**src/rtl/mac16_pkg.sv**
```systemverilog
package mac16_pkg;
  typedef enum logic [2:0] {
    OP_MUL8U  = 3'd0,
    OP_MUL16U = 3'd1,
    OP_MUL16S = 3'd2,
    OP_MAC_U  = 3'd3,
    OP_MAC_S  = 3'd4
  } macOp_e;

  typedef struct packed {
    logic capture;   // latch operands and operation
    logic commit;    // final cycle: update results and flags
    logic accWrite;  // load accumulator from the port
  } macCtrl_t;
endpackage

```
**src/rtl/mac16_ctrl.sv**
```systemverilog
module mac16_ctrl
  import mac16_pkg::*;
#(
  parameter int LAT_MUL8  = 1,
  parameter int LAT_MUL16 = 2,
  parameter int LAT_MAC   = 3
) (
  input  logic     clk,
  input  logic     rstN,
  input  logic     start,
  input  logic [2:0] opSel,
  input  logic     accLoad,
  output macCtrl_t ctl,
  output logic     busy
);
  localparam int CNT_W = $clog2(LAT_MAC + 1);

  logic             busyR;
  logic [CNT_W-1:0] cntR;
  logic             validOp;
  logic [CNT_W-1:0] latm1;

  always_comb begin
    validOp = (opSel <= 3'd4);
    unique case (opSel)
      3'd0:          latm1 = CNT_W'(LAT_MUL8 - 1);
      3'd1, 3'd2:    latm1 = CNT_W'(LAT_MUL16 - 1);
      default:       latm1 = CNT_W'(LAT_MAC - 1);
    endcase
  end

  always_comb begin
    ctl.capture  = start && !busyR && !accLoad && validOp;
    ctl.commit   = busyR && (cntR == '0);
    ctl.accWrite = accLoad && !busyR;
  end

  always_ff @(posedge clk) begin
    if (!rstN) begin
      busyR <= 1'b0;
      cntR  <= '0;
    end else if (ctl.capture) begin
      busyR <= 1'b1;
      cntR  <= latm1;
    end else if (ctl.commit) begin
      busyR <= 1'b0;
    end else if (busyR) begin
      cntR  <= cntR - 1'b1;
    end
  end

  assign busy = busyR;

  // Busy-run length watcher for the latency bound.
  logic [CNT_W:0] runLen;
  always_ff @(posedge clk) begin
    if (!rstN)      runLen <= '0;
    else if (busyR) runLen <= runLen + 1'b1;
    else            runLen <= '0;
  end

  assert_busy_bounded_R8: assert property (@(posedge clk) disable iff (!rstN)
    busyR |-> (runLen < (CNT_W+1)'(LAT_MAC)));

  assert_busy_needs_start_R8: assert property (@(posedge clk) disable iff (!rstN)
    $rose(busyR) |-> $past(start));

  assert_load_blocks_start_R9: assert property (@(posedge clk) disable iff (!rstN)
    (!busyR && accLoad) |=> !busyR);

  assert_bad_op_ignored_R10: assert property (@(posedge clk) disable iff (!rstN)
    (!busyR && opSel > 3'd4) |=> !busyR);
endmodule

```
**src/rtl/mac16_datapath.sv**
```systemverilog
module mac16_datapath
  import mac16_pkg::*;
#(
  parameter int DATA_W = 16
) (
  input  logic                  clk,
  input  logic                  rstN,
  input  macCtrl_t              ctl,
  input  logic [2:0]            opSel,
  input  logic [DATA_W/2-1:0]   aIn,
  input  logic [DATA_W/2-1:0]   xIn,
  input  logic [DATA_W-1:0]     axIn,
  input  logic [DATA_W-1:0]     bcIn,
  input  logic [2*DATA_W-1:0]   accLoadVal,
  output logic                  done,
  output logic                  axWr,
  output logic [DATA_W-1:0]     axOut,
  output logic                  bcWr,
  output logic [DATA_W-1:0]     bcOut,
  output logic [2*DATA_W-1:0]   accOut,
  output logic                  cyOut,
  output logic                  acOut
);
  localparam int HALF_W = DATA_W / 2;
  localparam int ACC_W  = 2 * DATA_W;

  logic [2:0]        opR;
  logic [HALF_W-1:0] aR, xR;
  logic [DATA_W-1:0] axR, bcR;
  logic [ACC_W-1:0]  accR;
  logic              cyR, acR;

  logic [DATA_W-1:0] prod8;
  logic [ACC_W-1:0]  prodU, prodS, accNext;
  logic              isAcc, isSigned;

  always_comb begin
    prod8    = DATA_W'(aR) * DATA_W'(xR);
    prodU    = ACC_W'(axR) * ACC_W'(bcR);
    prodS    = {{DATA_W{axR[DATA_W-1]}}, axR} * {{DATA_W{bcR[DATA_W-1]}}, bcR};
    isAcc    = (opR == OP_MAC_U) || (opR == OP_MAC_S);
    isSigned = (opR == OP_MAC_S);
    accNext  = accR + (isSigned ? prodS : prodU);
  end

  always_ff @(posedge clk) begin
    if (!rstN) begin
      opR <= '0; aR <= '0; xR <= '0; axR <= '0; bcR <= '0;
    end else if (ctl.capture) begin
      opR <= opSel; aR <= aIn; xR <= xIn; axR <= axIn; bcR <= bcIn;
    end
  end

  always_ff @(posedge clk) begin
    if (!rstN) begin
      accR <= '0; cyR <= 1'b0; acR <= 1'b0;
    end else if (ctl.accWrite) begin
      accR <= accLoadVal;
    end else if (ctl.commit && isAcc) begin
      accR <= accNext;
      if (isSigned) begin
        cyR <= accNext[ACC_W-1] ^ accR[ACC_W-1];
        acR <= accNext[ACC_W-1];
      end else begin
        cyR <= (accNext < accR);
        acR <= 1'b0;
      end
    end
  end

  always_ff @(posedge clk) begin
    if (!rstN) begin
      done <= 1'b0; axWr <= 1'b0; bcWr <= 1'b0;
      axOut <= '0; bcOut <= '0;
    end else begin
      done <= ctl.commit;
      axWr <= 1'b0;
      bcWr <= 1'b0;
      if (ctl.commit) begin
        unique case (opR)
          OP_MUL8U: begin
            axOut <= prod8;
            axWr  <= 1'b1;
          end
          OP_MUL16U: begin
            {bcOut, axOut} <= prodU;
            axWr <= 1'b1; bcWr <= 1'b1;
          end
          OP_MUL16S: begin
            {bcOut, axOut} <= prodS;
            axWr <= 1'b1; bcWr <= 1'b1;
          end
          default: ;
        endcase
      end
    end
  end

  assign accOut = accR;
  assign cyOut  = cyR;
  assign acOut  = acR;

  assert_plain_keeps_flags_R7: assert property (@(posedge clk) disable iff (!rstN)
    (ctl.commit && !isAcc) |=> (cyR == $past(cyR) && acR == $past(acR) && accR == $past(accR)));

  assert_unsigned_ac_clear_R6: assert property (@(posedge clk) disable iff (!rstN)
    (ctl.commit && opR == OP_MAC_U) |=> !acR);

  assert_signed_ac_sign_R5: assert property (@(posedge clk) disable iff (!rstN)
    (ctl.commit && opR == OP_MAC_S) |=> (acR == accR[ACC_W-1]));

  assert_idle_acc_stable_R9: assert property (@(posedge clk) disable iff (!rstN)
    (!ctl.commit && !ctl.accWrite) |=> $stable(accR));

  assert_strobe_with_done_R2: assert property (@(posedge clk) disable iff (!rstN)
    (axWr || bcWr) |-> done);
endmodule

```
**src/rtl/mac16_unit.sv**
```systemverilog
module mac16_unit
  import mac16_pkg::*;
#(
  parameter int DATA_W    = 16,
  parameter int LAT_MUL8  = 1,
  parameter int LAT_MUL16 = 2,
  parameter int LAT_MAC   = 3
) (
  input  logic                clk,
  input  logic                rstN,
  input  logic                start,
  input  logic [2:0]          opSel,
  input  logic [DATA_W/2-1:0] aIn,
  input  logic [DATA_W/2-1:0] xIn,
  input  logic [DATA_W-1:0]   axIn,
  input  logic [DATA_W-1:0]   bcIn,
  input  logic                accLoad,
  input  logic [2*DATA_W-1:0] accLoadVal,
  output logic                busy,
  output logic                done,
  output logic                axWr,
  output logic [DATA_W-1:0]   axOut,
  output logic                bcWr,
  output logic [DATA_W-1:0]   bcOut,
  output logic [2*DATA_W-1:0] accOut,
  output logic                cyOut,
  output logic                acOut
);
  macCtrl_t ctl;

  mac16_ctrl #(
    .LAT_MUL8(LAT_MUL8), .LAT_MUL16(LAT_MUL16), .LAT_MAC(LAT_MAC)
  ) u_ctrl (
    .clk(clk), .rstN(rstN), .start(start), .opSel(opSel),
    .accLoad(accLoad), .ctl(ctl), .busy(busy)
  );

  mac16_datapath #(.DATA_W(DATA_W)) u_dp (
    .clk(clk), .rstN(rstN), .ctl(ctl), .opSel(opSel),
    .aIn(aIn), .xIn(xIn), .axIn(axIn), .bcIn(bcIn), .accLoadVal(accLoadVal),
    .done(done), .axWr(axWr), .axOut(axOut), .bcWr(bcWr), .bcOut(bcOut),
    .accOut(accOut), .cyOut(cyOut), .acOut(acOut)
  );
endmodule

```
**config.mk**
```make
export PLATFORM = sky130hd
export DESIGN_NAME = mac16_unit
export DESIGN_NICKNAME = d
export VERILOG_FILES = /design/src/rtl/mac16_pkg.sv /design/src/rtl/mac16_ctrl.sv /design/src/rtl/mac16_datapath.sv /design/src/rtl/mac16_unit.sv
export SDC_FILE = /design/constraint.sdc
export NUM_CORES = 1
export LEC_CHECK = 0
export ABC_CLOCK_PERIOD_IN_PS = 15900
export BUFFER_PORTS_ARGS = -buffer_cell sky130_fd_sc_hd__clkbuf_2
export CORE_ASPECT_RATIO = 1.25
export CORE_MARGIN = 1
export CORE_UTILIZATION = 69
export CTS_CLUSTER_DIAMETER = 200
export DETAILED_ROUTE_END_ITERATION = 8
export HOLD_SLACK_MARGIN = 0.08
export PLACE_DENSITY = 0.89
export SETUP_SLACK_MARGIN = 0.1
export SLEW_MARGIN = 10
export SYNTH_ARGS = -nofsm -noshare
export SYNTH_HDL_FRONTEND = slang
export SYNTH_SLANG_ARGS = --single-unit
```
**constraint.sdc**
```tcl
create_clock -name clk -period 15.9 [get_ports clk]
set_input_delay 0 -clock clk [delete_from_list [all_inputs] [get_ports clk]]
set_output_delay 0 -clock clk [all_outputs]
set_load 0.03 [all_outputs]
```
==> results.txt, run 1 <==
----------------------------------------------------
[Status]
  Run status ... complete, no violations

[Floorplanning]
  Overall die width ... 168 um
  Row count ... 75
  Initial core utilization ... 0.706
  Overall die area ... 0.0353 mm^2
  Height of the chip ... 210 um
  Io pins ... 157
  Std-Cell Core Area ... 0.0338 mm^2

[Yosys]
  Synthesized flop and latch total ... 123
  Area of the mapped netlist ... 0.0239 mm^2
  Yosys warning count ... 0
  Mean area per synthesized cell ... 8.42 um^2
  Prevailing post-synth register cell ... sky130_fd_sc_hd__dfxtp_1
  Number of instances in the synthesized netlist ... 2832
  Number of enable-type register cells in the synthesized netlist ... 0
  Largest area contributor in the netlist ... sky130_fd_sc_hd__fa_1
  Post-synth top area share ... 0.335
  Number of distinct standard cells referenced by the synthesized netlist ... 65
  Largest cells by area after synthesis ... sky130_fd_sc_hd__fa_1 33%, sky130_fd_sc_hd__ha_1 13%, sky130_fd_sc_hd__dfxtp_1 10%, sky130_fd_sc_hd__inv_1 8.9%, sky130_fd_sc_hd__nand2_1 6.0%
  Sequential cell area fraction in the yosys report ... 0.103
  Share of async-settable or async-resettable flops after synthesis ... 0
  Post-synth net total ... 3575

[STA]
  Worst setup margin ... 6.18 ns
  Final sum of negative setup slack ... 0 ns
  Fin. Hold Viols ... 0
  Worst Max-Slew Pin Slew ... 1.25 ns
  Total setup violations reported at the end of the flow ... 0
  Worst-case headroom to the max-slew limit ... 0.161
  Max Freq ... 103 MHz
  Fin crit share ... 0.611
  Unrepaired setup endpoints after global routing ... no
  Count of final max-slew check failures ... 0
  Min cycle time layout ... 9.72 ns
  Clock tree skew after final layout ... 0.0231 ns

[Worst setup path]
  Critical R2R Launch ... u_dp.axR[8]
  WP data arrival ... 10.10 ns
  Depth of the worst register-to-register path ... 39
  Required time at the worst-slack endpoint ... 16.28 ns
  Type of destination of the critical path ... flop
  Cell with the most instances on the worst path ... sky130_fd_sc_hd__fa_1
  Slowest library cell on the worst path ... sky130_fd_sc_hd__dfxtp_1
  Endpoint of the worst register-to-register path ... u_dp.cyOut
  Max incr delay on CP ... 0.93 ns
  Internal reg-to-reg setup slack ... 6.18 ns
  Kind of launch point of the worst setup path ... flop
  Largest fanout of any net on the critical path ... 18
  Category of the critical setup timing path ... flop to flop
  Origin of the worst setup path ... u_dp.axR[8]

[GRT]
  Vias in the first global route ... 23000
  Overflow after GRT ... 0
  Initial antenna violation count ... 1
  Global-route wire length before repair ... 118000 um
  Overall routing resource usage ... 0.437
  Largest net degree at the start of global routing ... 86

[CTS]
  Clock insertion delay at the later pin of the skew report ... 0.47 ns
  Setup bufs post-CTS ... 0
  Number of sinks driven by the clock tree ... 123
  CTS Buf Count ... 17
  Clock tree root buffer cell ... sky130_fd_sc_hd__clkbuf_16
  Post-CTS clock slew at the launch and capture registers of the worst setup and hold paths ... 0.07 ns
  Number of levels in the clock H-tree ... 4
  Number of buffers inserted for hold repair after clock tree synthesis ... 86
  Clock tree from TritonCTS ... yes
  Maximum root-to-sink buffer count ... 2
  Post-CTS sizing ... 0

[Final layout]
  Count of inserted antenna diode cells ... 0
  Util after Layout ... 0.782
  Share of post-route cells with drive strength above 1 ... 0.0779
  Post-Layout Inst Area ... 0.0264 mm^2
  Commonest cells after routing, fill and taps aside ... 566 x sky130_fd_sc_hd__inv_1, 399 x sky130_fd_sc_hd__fa_1, 380 x sky130_fd_sc_hd__nand2_1
  Final-stage net count ... 3747
  Relative area change from synthesis to final layout ... 10.7%
  Most common library cell in the layout ignoring fill and taps ... sky130_fd_sc_hd__inv_1

[Run]
  Maxcap violations ... 0

[Detailed routing]
  WL/cell ... 21.3 um
  Routed vias ... 21300
  Count of routing violations after the opening detailed-route iteration ... 2025
  DRC violations left ... 0
  Pre-antenna DRT Iters ... 9
  Via density per instance ... 6.18
  Number of antenna-violating nets in the routed design ... 0
  Routed wire length ... 73300 um

[Pwr]
  Total power density per cell area ... 41.2 mW/mm^2
  Internal portion of total power ... 700 uW
  Share of power burned in the clock network ... 0.415
  Proportion of power drawn by flip-flops and latches ... 0.321
  Worst VDD drop ... 0.0641 mV
  Net switching power figure ... 389 uW
  Power, Total ... 1090 uW
  Total leakage power ... 0.0134 uW
  Gate power share ... 0.264
  Net Sw Frac ... 0.357

[Placed design]
  Instance area after placement ... 0.0249 mm^2
  Worst Setup Slack post-DPL ... 6.38 ns
  Port Buf Inserts ... 156
  Final Wtd Congestion ... 0.995
  Post-detailed-placement half-perimeter wirelength ... 55300 um

[Hold path]
  End point of the most critical hold path ... u_dp.opR[2]
  HP Class ... input port to flop
  Hold path start ... accLoad
  Instance count along the most critical hold path ... 5

----------------------------------------------------
per-layer routing:
layer | vias up | GRT usage | part of all wire
met5 | - | 0 | 0.00022
met3 | 432 | 0.0975 | 0.095
met1 | 10300 | 0.506 | 0.35
met2 | 1336 | 0.721 | 0.48
met4 | 2 | 0.306 | 0.080
li1 | 9248 | - | -
power by group through the flow:
stage | clock network, uW | logic (uW) | registers (uW)
final | 452 | 287 | 350
after floorplan | 0 | 169 | 352
after global placement | 0 | 249 | 354
after detailed placement | 0 | 255 | 354
after global routing | 460 | 311 | 351
after CTS | 447 | 276 | 347
synth_stat cells (5+ instances only):
cell                         n
sky130_fd_sc_hd__nand2_1   381
sky130_fd_sc_hd__nor3_1     24
sky130_fd_sc_hd__clkbuf_1  102
sky130_fd_sc_hd__ha_1      257
sky130_fd_sc_hd__inv_1     566
sky130_fd_sc_hd__nor2_1     93
sky130_fd_sc_hd__o21ai_0   102
sky130_fd_sc_hd__a211oi_1   11
sky130_fd_sc_hd__nand2b_1   26
sky130_fd_sc_hd__fa_1      399
sky130_fd_sc_hd__a31oi_1    12
sky130_fd_sc_hd__a21o_1     46
sky130_fd_sc_hd__o31ai_1     6
sky130_fd_sc_hd__o21bai_1   14
sky130_fd_sc_hd__xor2_1     34
sky130_fd_sc_hd__a22oi_1    34
sky130_fd_sc_hd__nor2b_1    21
sky130_fd_sc_hd__xnor2_1    73
sky130_fd_sc_hd__and2_1    155
sky130_fd_sc_hd__o21a_1     15
sky130_fd_sc_hd__o22ai_1     7
sky130_fd_sc_hd__or3_1       9
sky130_fd_sc_hd__a221oi_1    5
sky130_fd_sc_hd__dfxtp_1   123
sky130_fd_sc_hd__a21oi_1   203
sky130_fd_sc_hd__and3_1      8
sky130_fd_sc_hd__nand4_1     6
sky130_fd_sc_hd__o211ai_1   11
sky130_fd_sc_hd__or2_2       7
sky130_fd_sc_hd__o21ai_1     6
sky130_fd_sc_hd__nand3_1    16
critical path: cells and delay by family (launching register included):
family | cells | cell delay [ns]
adder cells (fa/ha/maj) | 9 | 4.18
AO/OA/AOI/OAI | 17 | 3.12
flip-flops | 1 | 0.93
AND/OR/NAND/NOR | 8 | 0.89
buffers and inverters | 4 | 0.27
XOR/XNOR | 1 | 0.26
cells by family (layout without fill, tap and decap cells):
kind of cell | after synthesis | in the layout | synth area share
AOI/OAI and AO/OA | 513 | 513 | 0.132
buffers and inverters | 673 | 858 | 0.106
adders and majority gates | 656 | 656 | 0.470
and+or+nand+nor | 753 | 753 | 0.146
muxes | 7 | 7 | 0.00315
DFF | 123 | 123 | 0.103
xor gates and xnor gates | 107 | 107 | 0.0393
sequential cells by signal (all words and copies together), names as in the netlist:
name	cells
u_dp.bcOut	16
u_ctrl.busy	1
u_dp.acOut	1
u_ctrl.cntR	2
u_dp.bcWr	1
u_dp.opR	3
u_dp.accOut	32
u_dp.done	1
u_dp.axOut	16
u_dp.xR	8
u_dp.axWr	1
u_dp.bcR	16
u_dp.aR	8
u_dp.cyOut	1
u_dp.axR	16
how the worst max path moves through the flow:
stage | end | slack, ns
6_report | u_dp.cyOut | 6.18
5_1_grt | u_dp.cyOut | 5.66
4_1_cts | u_dp.cyOut | 6.31
3_5_place_dp | u_dp.cyOut | 6.38
3_3_place_gp | u_dp.cyOut | 6.68
2_1_floorplan | u_dp.cyOut | 7.29
area by class of cell:
class                      count  area, um^2
tap                          423         529
inverter                     567        2130
clock buffer                  17         425
clock inverter                15         209
timing repair buffer         259        1770
multi-input combinational   2036       18900
fill                        2165        7370
sequential                   123        2460
metrics by stage:
stage	hold slack (ns)	std cells
after floorplan	0.136	2832
after global placement	0.222	3322
after detailed placement	0.231	3322
after CTS	0.101	3440
after global routing	0.194	3440
final	0.200	3440
(Power assumes the default switching activity.)
==> run 2: changes to the inputs <==
--- a/config.mk
+++ b/config.mk
@@ -5,15 +5,16 @@
 export SDC_FILE = /design/constraint.sdc
 export NUM_CORES = 1
 export LEC_CHECK = 0
-export ABC_CLOCK_PERIOD_IN_PS = 15900
+export ABC_AREA = 1
+export ABC_CLOCK_PERIOD_IN_PS = 9300
 export BUFFER_PORTS_ARGS = -buffer_cell sky130_fd_sc_hd__clkbuf_2
 export CORE_ASPECT_RATIO = 1.25
 export CORE_MARGIN = 1
-export CORE_UTILIZATION = 69
+export CORE_UTILIZATION = 65
 export CTS_CLUSTER_DIAMETER = 200
 export DETAILED_ROUTE_END_ITERATION = 8
 export HOLD_SLACK_MARGIN = 0.08
-export PLACE_DENSITY = 0.89
+export PLACE_DENSITY = 0.84
 export SETUP_SLACK_MARGIN = 0.1
 export SLEW_MARGIN = 10
 export SYNTH_ARGS = -nofsm -noshare
==> constraint.sdc (replaced) <==
create_clock -name clk -period 9.3 [get_ports clk]
set_input_delay 0 -clock clk [delete_from_list [all_inputs] [get_ports clk]]
set_output_delay 0 -clock clk [all_outputs]
set_load 0.03 [all_outputs]
==> results.txt, run 2 <==
----------------------------------------------------
[Detailed routing]
  Pre-antenna DRT Iters ... 9 (unchanged)
  Routed wire length ... 85600 um (+17%)
  Count of routing violations after the opening detailed-route iteration ... 2095 (+3.5%)
  Number of antenna-violating nets in the routed design ... 0 (unchanged)
  Routed vias ... 25000 (+18%)
  DRC violations left ... 0 (unchanged)
  Via density per instance ... 5.73 (-7.4%)
  WL/cell ... 19.6 um (-8.0%)

[GRT]
  Initial antenna violation count ... 2 (+1)
  Largest net degree at the start of global routing ... 67 (-22%)
  Global-route wire length before repair ... 133000 um (+13%)
  Overflow after GRT ... 0 (unchanged)
  Overall routing resource usage ... 0.428 (-0.00900)
  Vias in the first global route ... 25900 (+13%)

[Placed design]
  Final Wtd Congestion ... 1.04 (+4.3%)
  Worst Setup Slack post-DPL ... 0.139 ns (-6.24 ns)
  Port Buf Inserts ... 156 (unchanged)
  Post-detailed-placement half-perimeter wirelength ... 68400 um (+24%)
  Placed cells ... 4238 (+28%)

[Pwr]
  Total leakage power ... 0.0164 uW (+22%)
  Total power density per cell area ... 71.6 mW/mm^2 (+74%)
  Worst VDD drop ... 0.141 mV (+120%)
  Power, Total ... 2090 uW (+92%)

[Worst setup path]
  Type of destination of the critical path ... flop
  WP data arrival ... 9.21 ns (-0.89 ns)
  Kind of launch point of the worst setup path ... flop
  Critical R2R Launch ... u_dp.axR[6]
  Max incr delay on CP ... 0.56 ns (-0.37 ns)
  Slowest library cell on the worst path ... sky130_fd_sc_hd__fa_1
  Origin of the worst setup path ... u_dp.axR[6]
  Largest fanout of any net on the critical path ... 12 (-6)
  Category of the critical setup timing path ... flop to flop
  Cell with the most instances on the worst path ... sky130_fd_sc_hd__nand2_1
  Required time at the worst-slack endpoint ... 9.67 ns (-6.61 ns)

[Yosys]
  Sequential cell area fraction in the yosys report ... 0.0949 (-0.00832)
  Yosys warning count ... 0 (unchanged)
  Number of enable-type register cells in the synthesized netlist ... 0 (unchanged)
  Post-synth net total ... 4378 (+22%)
  Number of distinct standard cells referenced by the synthesized netlist ... 50 (-23%)
  Post-synth top area share ... 0.308 (-0.0270)
  Most common cell in the netlist ... sky130_fd_sc_hd__nand2_1
  Area of the mapped netlist ... 0.0259 mm^2 (+8.8%)
  Synth cell count leaders ... 924 x sky130_fd_sc_hd__nand2_1, 883 x sky130_fd_sc_hd__inv_1, 399 x sky130_fd_sc_hd__fa_1
  Synthesized flop and latch total ... 123 (unchanged)
  Prevailing post-synth register cell ... sky130_fd_sc_hd__dfxtp_1
  Share of async-settable or async-resettable flops after synthesis ... 0 (unchanged)
  Mean area per synthesized cell ... 7.14 um^2 (-15%)
  Largest area contributor in the netlist ... sky130_fd_sc_hd__fa_1
  Number of instances in the synthesized netlist ... 3635 (+28%)
  Largest cells by area after synthesis ... sky130_fd_sc_hd__fa_1 31%, sky130_fd_sc_hd__nand2_1 13%, sky130_fd_sc_hd__inv_1 13%, sky130_fd_sc_hd__ha_1 12%, sky130_fd_sc_hd__dfxtp_1 9.5%

[Final layout]
  Final std cells w/o fill ... 4366 (+27%)
  Most common library cell in the layout ignoring fill and taps ... sky130_fd_sc_hd__nand2_1
  Final-stage net count ... 4597 (+23%)
  Relative area change from synthesis to final layout ... 12.5%
  Share of post-route cells with drive strength above 1 ... 0.101 (+0.0232)
  Commonest cells after routing, fill and taps aside ... 921 x sky130_fd_sc_hd__nand2_1, 881 x sky130_fd_sc_hd__inv_1, 396 x sky130_fd_sc_hd__fa_1
  Number of flip-flops in the largest register ... 32 (unchanged)
  Filler cells ... 2943 (+36%)

[Floorplanning]
  Height of the chip ... 225 um (+7.4%)
  Initial core utilization ... 0.662 (-0.0446)
  Overall die width ... 181 um (+7.4%)
  Io pins ... 157 (unchanged)
  Row count ... 81 (+8.0%)
  Overall die area ... 0.0407 mm^2 (+15%)
  Std-Cell Core Area ... 0.0392 mm^2 (+16%)

[CTS]
  CTS Buf Count ... 17 (unchanged)
  Clock tree root buffer cell ... sky130_fd_sc_hd__clkbuf_16
  Post-CTS clock slew at the launch and capture registers of the worst setup and hold paths ... 0.07 ns (about the same)
  Maximum root-to-sink buffer count ... 2 (unchanged)
  Number of levels in the clock H-tree ... 4 (unchanged)
  Clock tree from TritonCTS ... yes
  Number of sinks driven by the clock tree ... 123 (unchanged)
  Clock insertion delay at the later pin of the skew report ... 0.49 ns (+0.02 ns)

[STA]
  Worst-case headroom to the max-slew limit ... 0.374 (+0.212)
  Worst setup margin ... 0.456 ns (-5.72 ns)
  Max Freq ... 113 MHz (+9.9%)
  Worst Max-Slew Pin Slew ... 0.938 ns (-0.315 ns)
  Min cycle time layout ... 8.84 ns (-0.876 ns)
  Unrepaired setup endpoints after global routing ... no
  Count of final max-slew check failures ... 0 (unchanged)
  Fin. Hold Viols ... 0 (unchanged)
  Clock tree skew after final layout ... 0.0176 ns (-0.00554 ns)
  Final sum of negative setup slack ... 0 ns (unchanged)
  Fin crit share ... 0.951 (+0.340)
  Total setup violations reported at the end of the flow ... 0 (unchanged)

[Hold path]
  HP Class ... input port to flop
  Hold path start ... start

[Run]
  Maxcap violations ... 0 (unchanged)

[Status]
  Run status ... complete, no violations

----------------------------------------------------
run 2: routing by layer:
metal,GRT usage,wire [um],up-vias,part of all wire
met5,0,10,-,0.00012
met4,0.275,5700,2,0.067
met3,0.0672,6650,366,0.078
met2,0.744,42300,1355,0.49
met1,0.492,31000,11900,0.36
li1,-,-,11400,-
run 2: area by class of cell:
type                    instances  area [um^2]  share of cell area
clock buffers                  19          443              0.0152
diodes                          1         2.50           0.0000857
multi-input cells            2476        19800               0.677
repair buffers                331         2310              0.0791
well taps                     498          623              0.0213
clock inverters                13          131             0.00450
inverters                     905         3400               0.116
flip-flops and latches        123         2510              0.0861
run 2: worst paths after layout:
| check | endpoint | slack, ns | depth (start not counted) |
|---|---|---|---|
| worst max-delay path | u_dp.cyOut | 0.46 | 41 |
| worst min-delay path | u_ctrl.cntR[0] | 0.13 | 6 |
| worst max register to register | u_dp.cyOut | 0.46 | 41 |
| worst min register to register | u_dp.acOut | 0.47 | 2 |
run 2: per-stage QoR:
stage	cell area, um^2	hold slack (ns)	utilization
2_1_floorplan	25900	0.143	-
3_3_place_gp	27500	0.238	0.700
5_1_grt	29200	0.159	0.745
6_report	29200	0.127	0.745
4_1_cts	28900	0.0903	0.736
3_5_place_dp	27500	0.243	0.700
run 2: logic make-up after synthesis:
| family | after synthesis | share of synthesized area |
|---|---|---|
| mux | 1 | 0.000386 |
| simple gates | 1326 | 0.209 |
| xor+xnor | 56 | 0.0189 |
| fa+ha+maj | 656 | 0.432 |
| flops | 123 | 0.0949 |
| buf+inv | 1036 | 0.151 |
| compound gates | 437 | 0.0940 |
run 2: report_power, final:
part	switching, uW	internal, uW
logic	479	290
clock network	333	381
registers	52.5	554
run 2: what timing repair did:
item,in CTS,in global routing
pin swaps,0,7
hold endpoints to repair,85,0
setup buffers,0,10
gates cloned,0,0
hold buffers,85,0
endpoints found under the setup margin,1,1
gates resized for setup,1,79
run 2: worst max-delay path: cells and delay by family (launching register included):
kind	cells	cell delay [ns]
adders and majority gates	9	3.71
and+or+nand+nor	18	2.61
AOI/OAI and AO/OA	4	0.75
buffers and inverters	9	0.74
DFF	1	0.53
xor gates and xnor gates	1	0.39
